### src/rtl/prio_hint_pkg.sv
package prio_hint_pkg;

  localparam int REGW = 5;
  localparam int IMMW = 16;
  localparam int LVLW = 3;

  typedef enum logic [1:0] {
    K_OTHER  = 2'b00,
    K_OR_REG = 2'b01,
    K_OR_IMM = 2'b10,
    K_RSVD   = 2'b11
  } op_kind_e;

  localparam logic [LVLW-1:0] LV_LOW     = 3'd1;
  localparam logic [LVLW-1:0] LV_MEDLOW  = 3'd2;
  localparam logic [LVLW-1:0] LV_NORMAL  = 3'd3;
  localparam logic [LVLW-1:0] LV_MEDHIGH = 3'd4;
  localparam logic [LVLW-1:0] LV_HIGH    = 3'd5;
  localparam logic [LVLW-1:0] LV_TOP     = 3'd6;

  typedef struct packed {
    logic            hit;
    logic            kern;
    logic [LVLW-1:0] lvl;
  } map_t;

  // Fixed register-to-level table for self-move hints.
  function automatic map_t reg_map(input logic [REGW-1:0] r);
    map_t m;
    m = '{hit: 1'b0, kern: 1'b0, lvl: LV_NORMAL};
    case (r)
      5'd1: m = '{hit: 1'b1, kern: 1'b0, lvl: LV_LOW};
      5'd6: m = '{hit: 1'b1, kern: 1'b0, lvl: LV_MEDLOW};
      5'd2: m = '{hit: 1'b1, kern: 1'b0, lvl: LV_NORMAL};
      5'd5: m = '{hit: 1'b1, kern: 1'b1, lvl: LV_MEDHIGH};
      5'd3: m = '{hit: 1'b1, kern: 1'b1, lvl: LV_HIGH};
      5'd7: m = '{hit: 1'b1, kern: 1'b1, lvl: LV_TOP};
      default: ;
    endcase
    return m;
  endfunction

endpackage

### src/rtl/prio_hint_rst_sync.sv
module prio_hint_rst_sync #(
  parameter int STAGES = 2
) (
  input  logic clk,
  input  logic rst_n,
  output logic rst_sync_n
);
  logic [STAGES-1:0] sh_q;
  logic [STAGES-1:0] sh_d;

  always_comb sh_d = {sh_q[STAGES-2:0], 1'b1};

  always_ff @(posedge clk or negedge rst_n) begin
    if (!rst_n) sh_q <= '0;
    else        sh_q <= sh_d;
  end

  assign rst_sync_n = sh_q[STAGES-1];
endmodule

### src/rtl/prio_hint_classify.sv
module prio_hint_classify
  import prio_hint_pkg::*;
(
  input  op_kind_e        kind,
  input  logic            rec,
  input  logic [REGW-1:0] rt,
  input  logic [REGW-1:0] ra,
  input  logic [REGW-1:0] rb,
  input  logic [IMMW-1:0] imm,
  output logic            is_nop,
  output logic            is_hint,
  output logic            is_kern,
  output logic [LVLW-1:0] lvl
);
  map_t m;
  logic self_move;

  always_comb begin
    m         = reg_map(ra);
    self_move = (rt == ra) && (ra == rb);
    is_nop    = (kind == K_OR_IMM) && (rt == '0) && (ra == '0) && (imm == '0);
    // Record form writes the condition field, so it is real work.
    is_hint   = (kind == K_OR_REG) && !rec && self_move && m.hit;
    is_kern   = m.kern;
    lvl       = m.lvl;
  end
endmodule

### src/rtl/prio_hint_filter.sv
module prio_hint_filter (
  input  logic is_hint,
  input  logic is_kern,
  input  logic user_mode,
  output logic take_hint
);
  always_comb take_hint = is_hint && !(is_kern && user_mode);
endmodule

### src/rtl/prio_hint_outreg.sv
module prio_hint_outreg
  import prio_hint_pkg::*;
(
  input  logic            clk,
  input  logic            rst_n,
  input  logic            vld,
  input  logic            is_nop,
  input  logic            take_hint,
  input  logic [LVLW-1:0] lvl,
  output logic            nop_q,
  output logic            plain_q,
  output logic            hint_vld_q,
  output logic [LVLW-1:0] lvl_q
);
  logic            nop_d, plain_d, hint_vld_d, lvl_en;
  logic [LVLW-1:0] lvl_d;

  always_comb begin
    nop_d      = vld && is_nop;
    hint_vld_d = vld && take_hint;
    plain_d    = vld && !is_nop && !take_hint;
    lvl_en     = hint_vld_d;
    lvl_d      = lvl_en ? lvl : lvl_q;
  end

  always_ff @(posedge clk or negedge rst_n) begin
    if (!rst_n) begin
      nop_q      <= 1'b0;
      plain_q    <= 1'b0;
      hint_vld_q <= 1'b0;
      lvl_q      <= LV_NORMAL;
    end else begin
      nop_q      <= nop_d;
      plain_q    <= plain_d;
      hint_vld_q <= hint_vld_d;
      lvl_q      <= lvl_d;
    end
  end

  // level only moves together with the strobe
  a_r6_level_held: assert property (@(posedge clk) disable iff (!rst_n)
    !hint_vld_q |-> $stable(lvl_q));

  // results are mutually exclusive
  a_r10_exclusive: assert property (@(posedge clk) disable iff (!rst_n)
    $onehot0({nop_q, plain_q, hint_vld_q}));
endmodule

### src/rtl/prio_hint_dec.sv
module prio_hint_dec
  import prio_hint_pkg::*;
(
  input  logic            clk,
  input  logic            rst_n,
  input  logic            in_vld,
  input  logic [1:0]      in_kind,
  input  logic            in_rec,
  input  logic [REGW-1:0] in_rt,
  input  logic [REGW-1:0] in_ra,
  input  logic [REGW-1:0] in_rb,
  input  logic [IMMW-1:0] in_imm,
  input  logic            user_mode,
  output logic            nop_o,
  output logic            plain_o,
  output logic            hint_vld_o,
  output logic [LVLW-1:0] hint_lvl_o
);
  logic            rst_sync_n;
  logic            is_nop, is_hint, is_kern, take_hint;
  logic [LVLW-1:0] cls_lvl;

  prio_hint_rst_sync #(.STAGES(2)) u_rst (
    .clk(clk), .rst_n(rst_n), .rst_sync_n(rst_sync_n));

  prio_hint_classify u_cls (
    .kind(op_kind_e'(in_kind)), .rec(in_rec), .rt(in_rt), .ra(in_ra),
    .rb(in_rb), .imm(in_imm), .is_nop(is_nop), .is_hint(is_hint),
    .is_kern(is_kern), .lvl(cls_lvl));

  prio_hint_filter u_flt (
    .is_hint(is_hint), .is_kern(is_kern), .user_mode(user_mode),
    .take_hint(take_hint));

  prio_hint_outreg u_out (
    .clk(clk), .rst_n(rst_sync_n), .vld(in_vld), .is_nop(is_nop),
    .take_hint(take_hint), .lvl(cls_lvl), .nop_q(nop_o), .plain_q(plain_o),
    .hint_vld_q(hint_vld_o), .lvl_q(hint_lvl_o));

  // one result per valid instruction, none when idle
  a_r10_one_result: assert property (@(posedge clk) disable iff (!rst_sync_n)
    in_vld |=> $onehot({nop_o, plain_o, hint_vld_o}));
  a_r10_idle: assert property (@(posedge clk) disable iff (!rst_sync_n)
    !in_vld |=> !(nop_o || plain_o || hint_vld_o));

  // user mode never yields a kernel-only level
  a_r7_user_filter: assert property (@(posedge clk) disable iff (!rst_sync_n)
    (in_vld && user_mode) |=> !(hint_vld_o && (hint_lvl_o > LV_NORMAL)));

  // record form never hints
  a_r8_rec_plain: assert property (@(posedge clk) disable iff (!rst_sync_n)
    (in_vld && in_rec) |=> !hint_vld_o);

  // no-op flag only after a zero immediate
  a_r2_nop_imm: assert property (@(posedge clk) disable iff (!rst_sync_n)
    nop_o |-> ($past(in_imm) == '0));
endmodule

### config.mk
export PLATFORM = sky130hd
export DESIGN_NAME = prio_hint_dec
export DESIGN_NICKNAME = d
export VERILOG_FILES = /design/src/rtl/prio_hint_pkg.sv /design/src/rtl/prio_hint_rst_sync.sv /design/src/rtl/prio_hint_classify.sv /design/src/rtl/prio_hint_filter.sv /design/src/rtl/prio_hint_outreg.sv /design/src/rtl/prio_hint_dec.sv
export SDC_FILE = /design/constraint.sdc
export NUM_CORES = 1
export LEC_CHECK = 0
export BUFFER_PORTS_ARGS = -buffer_cell sky130_fd_sc_hd__buf_4
export CORE_MARGIN = 10
export CORE_UTILIZATION = 35
export DETAILED_ROUTE_END_ITERATION = 7
export PLACE_DENSITY = 0.76
export RECOVER_POWER = 25
export SYNTH_ARGS = -nofsm -noshare
export SYNTH_HDL_FRONTEND = slang
export SYNTH_SLANG_ARGS = --single-unit
### constraint.sdc
create_clock -name clk -period 0.8 [get_ports clk]
set_input_delay 0.04 -clock clk [delete_from_list [all_inputs] [get_ports clk]]
set_output_delay 0.04 -clock clk [all_outputs]
set_load 0.1 [all_outputs]
---- After elaboration in Yosys (flattened, before gate mapping) ----
Index checks and enable logic that the tools add are counted.
Widths: inputs -> output; s select.
storage, ports and cells
  flip-flop bits (word level) ............. 8
  input port bits ......................... 38
  output and inout bits ................... 6
  word-level logic and storage cells ...... 36
cells by class
  equality and inequality tests ........... 10
  mux-type cells .......................... 1
  reduce and logical (&&, ||, !) cells .... 20
operators with widths
  operator            number
  $pmux 5 s6          1
  $logic_not 16->1    1
  $eq 5x3->1 const B  3
  $logic_and 1x1->1   13
  $eq 5x2->1 const B  2
  $eq 5x5->1          2
  $logic_not 5->1     2
  $eq 5x1->1 const B  1
  $logic_not 1->1     4
  $eq 2x1->1 const B  1
  $eq 2x2->1 const B  1

---- Depth between registers and ports, before layout ----
  depth after elaboration ................. 7
  depth in mapped cells ................... 4
  gate-level depth less buffers ........... 4

---- By module ----
A second synthesis with hierarchy kept.
unflattened totals
  cells, all modules ...................... 49
  area total of the unflattened synthesis .. 498.0 um2
modules (own cells, without submodules)
  module              times used  cells an instance  area an instance (um2)  sequential area each (um2)
  prio_hint_outreg    1           13                 222.7                   152.6
  prio_hint_classify  1           32                 210.2                   0.0
  prio_hint_rst_sync  1           3                  53.8                    50.0
  prio_hint_filter    1           1                  11.3                    0.0

---- Least setup slack after synthesis ----
OpenSTA, ideal clock, no wires.
  path type ............................... reg2reg
  start ................................... register u_out.lvl_q[2] (netlist name)
  end ..................................... register u_out.lvl_q[2]
  setup time .............................. 0.125 ns
  arrival time ............................ 1.130 ns
  data required time ...................... 0.675 ns
  setup slack ............................. -0.456 ns
  cell stages (with the launch flop) ...... 2
  buffers on the path ..................... 0
  clock period less this slack ............ 1.256 ns
  cells stage by stage .................... dfrtp_1 -> mux2_2
RTL lines
  element               RTL line                text
  to (signal assigned)  prio_hint_outreg.sv:36  lvl_q <= lvl_d;
  to (decl)             prio_hint_outreg.sv:13  output logic [LVLW-1:0] lvl_q

---- Worst setup path in the final report ----
  start ................................... input in_ra[1]
  end ..................................... register u_out.lvl_q[0]
on the way
  word-level cells in the longest chain between the ends .. 6
  elaborated cells on any way between the ends .. 16
  classes of those cells .................. eq/ne (8); mux (1); reduce/logical (7)
RTL lines
  element                                                      RTL line                                         text
  from (decl)                                                  prio_hint_dec.sv:10                              input logic [REGW-1:0] in_ra,
  $eq 5x3->1 (tied with other cells)                           prio_hint_pkg.sv:31                              case (r)
  $pmux 5 s6 / $logic_and 1x1->1 (equally long branches)       prio_hint_pkg.sv:31, prio_hint_classify.sv:20
  $logic_and 1x1->1 (on tied branches)                         prio_hint_filter.sv:7, prio_hint_classify.sv:23
  $logic_not 1->1 / $logic_and 1x1->1 (equally long branches)  prio_hint_filter.sv:7, prio_hint_classify.sv:23
  $logic_and 1x1->1 *                                          prio_hint_filter.sv:7                            always_comb take_hint = is_hint && !(is_kern && user_mode);
  $logic_and 1x1->1 *                                          prio_hint_outreg.sv:20                           hint_vld_d = vld && take_hint;
  net u_out.hint_vld_d                                         prio_hint_outreg.sv:15                           logic nop_d, plain_d, hint_vld_d, lvl_en;
The timed path passes the listed nets; every way through them passes the cells marked *.
A chain may end at the register's enable or synchronous reset.

==> out/results.tsv <==
metric	value	unit
CTS sink cnt	8	
CP endpoint kind	register	
clock network fraction of total power	30.7	%
DRT iter0 DRCs	24	
max incr delay on CP	0.35	ns
Final Critical Period	1.13	ns
Synth top area share	30.9	%
Vias	790	
non-filler instance count after layout	126	
Synth warnings	0	
number of global-route vias before repair	895	
largest net degree at the start of global routing	7	
Port-buffer cells	43	
sw frac	31.4	%
Final Skew	0.0173	ns
fmax	882	MHz
worst vdd ir	0.866	mV
DP HPWL	1.71	mm
total track usage	15.0	%
Req. time, crit path	1.01	ns
die width	57.2	um
Tcrit/Tclk final	142	%
worst-path cell chain	buf_4 -> and3_1 -> o22ai_2 -> nor4_4 -> buf_4 -> mux2_4	
deepest clock path buffer count	2	
vias per cell	6.27	
Antenna Nets Post-Route	0	
Yosys reg bits	8	
antenna violations before repair	0	
r2r worst-path depth	3	
Routed WL	3.63	mm
placed insts	116	
DR pass1 iterations	4	
max-slew violations	0	
WL per Instance	28.8	um
dominant cell type by area after synthesis	dfrtp_1	
Max Cap Viol	0	
syn_area_per_cell	9.71	um2
row count	13	
final worst setup slack	-0.334	ns
CTS tree	built	
Pint	0.000829	W
DIE HEIGHT	57.2	um
final setup vio count	12	
Crit Reg-Reg Endpoint	u_out.lvl_q[1]	
synth top area cells	dfrtp_1 31%, dfstp_2 11%, nor4_1 7.7%	
Flop pwr share	34.9	%
worst min path class	register to asynchronous set/reset pin	
Setup TNS	-2.39	ns
P_sw	0.000379	W
leakage	0.557	nW
R2R Setup Slk	-0.23	ns
reg2reg start	u_out.lvl_q[1]	
critical path class	input port to register	
Synth Net Count	88	
Fin Hold WS	0.0795	ns
post-synthesis cell area	485	um2
Placer Congestion	0.765	
Logic pwr share	34.4	%
core area	0.00130	mm2
synthesized instance count	50	
CP dominant cell by count	buf_4	
ant diodes	0	
Worst Setup Start Kind	input port	
Initial Util	37.3	%
I/O pin count	44	
total congestion overflow	0	
area added between synthesis and finish	157	%
Slowest-stage cell, CP	nor4_4	
Root Buffer	clkbuf_4	
Worst Setup SP	in_ra[1]	
layout cells sized above 1	81.1	%
CTS Buf Count	3	
Final Hold Fails	0	
Yosys cell types	24	
Critical Path AT	1.34	ns
sequential fraction of the synthesis area	41.8	%
RSZ-0062 raised after global routing	yes	
Pwr Density	967	mW/mm2
first-pass GRT wire length	3.94	mm
DRC Markers	0	
htree depth	1	
clock slew at reported path FFs	0.08	ns
outcome	complete, but fails checks	
CP Max Fanout	6	
violated checks	negative setup slack	
Worst-Skew Late Latency	0.27	ns
Die ar.	0.00328	mm2
Final #Nets	150	
-- cell usage in the layout (no fill, tap or decap), types with 3 or more instances in the layout --
cell type	count
nor2_2	3
nor3_4	3
nor4_1	4
buf_6	7
clkbuf_4	3
buf_8	3
buf_12	5
dfrtp_2	4
and3_1	5
buf_4	40
-- timing repair --
item                                    in CTS  in global routing
hold buffers                                 1                  0
pin swaps                                    8                 14
resized for setup                           37                 17
endpoints found under the setup margin      12                 12
hold endpoints to repair                     2                  0
setup buffers                                4                  2
-- cells by family after synthesis --
group                  after synthesis  synth area share [%]
other                                1                 0.772
muxes                                3                  6.70
DFF                                  8                  41.8
AOI/OAI and AO/OA                    7                  10.6
and+or+nand+nor                     30                  39.4
buffers and inverters                1                 0.772
-- cell type report --
cell class	count	area [um2]
Fill cell	21	52.6
Multi-Input combinational cell	41	447
Inverter	1	3.75
Sequential cell	8	215
Clock buffer	4	26.3
Tap cell	15	18.8
Timing Repair Buffer	57	538
-- Yosys cell counts --
library cell / count
dfrtp_1: 6
nor4_1: 6
and3_1: 5
nor3_1: 5
nor2_1: 4
dfstp_2: 2
mux2_2: 2
nand3_1: 2
nor3b_1: 2
o22ai_1: 2
a2111oi_0: 1
a21oi_1: 1
and2_1: 1
conb_1: 1
inv_1: 1
mux2i_1: 1
nand4_1: 1
nor4_4: 1
nor4b_1: 1
o2111ai_2: 1
o21ai_0: 1
o21ai_1: 1
or2_2: 1
or3b_1: 1
-- flip-flops by register name, summed over array words and instances (netlist names) --
| register | flops |
|---|---|
| u_rst.sh_q | 2 |
| u_out.lvl_q | 3 |
| u_out.hint_vld_q | 1 |
| u_out.nop_q | 1 |
| u_out.plain_q | 1 |
-- worst max-delay path by stage --
stage	to	slack, ns	cells after the start
floorplan	u_out.lvl_q[2]	-0.36	4
global placement	u_out.lvl_q[2]	-0.50	5
detailed placement	u_out.lvl_q[1]	-0.55	6
CTS	hint_lvl_o[0]	-0.31	1
global route	hint_lvl_o[0]	-0.35	1
finish	u_out.lvl_q[0]	-0.33	6
-- metrics by stage --
step	total power [W]	area, um2	util [%]	setup slack (ns)
detailed placement	0.000707	938	72.1	-0.547
global placement	0.000701	938	72.1	-0.504
CTS	0.00110	1160	88.8	-0.309
global route	0.00126	1250	96.0	-0.351
floorplan	0.000498	537	-	-0.361
finish	0.00121	1250	96.0	-0.334
-- power groups by stage --
stage | registers (W) | clock network, W | logic (W)
floorplan | 0.000445 | 0 | 0.0000534
global placement | 0.000426 | 0 | 0.000274
detailed placement | 0.000427 | 0 | 0.000281
CTS | 0.000421 | 0.000340 | 0.000340
global route | 0.000423 | 0.000408 | 0.000427
finish | 0.000421 | 0.000370 | 0.000416
-- worst max-delay path, delay by kind of cell --
kind / cells / cell delay [ns]
buffers and inverters: 2 / 0.33
muxes: 1 / 0.29
and+or+nand+nor: 2 / 0.56
AOI/OAI and AO/OA: 1 / 0.11
-- metal layers --
metal	GRT usage, %	vias to the layer above	routed length, um	part of all wire (%)
met4	7.05	0	155	4.3
met5	0	-	0	0
met1	12.8	363	1240	34
met3	10.8	18	485	13
met2	25.9	90	1740	48
li1	-	319	-	-
No activity file was read; power rests on OpenSTA's default activity.
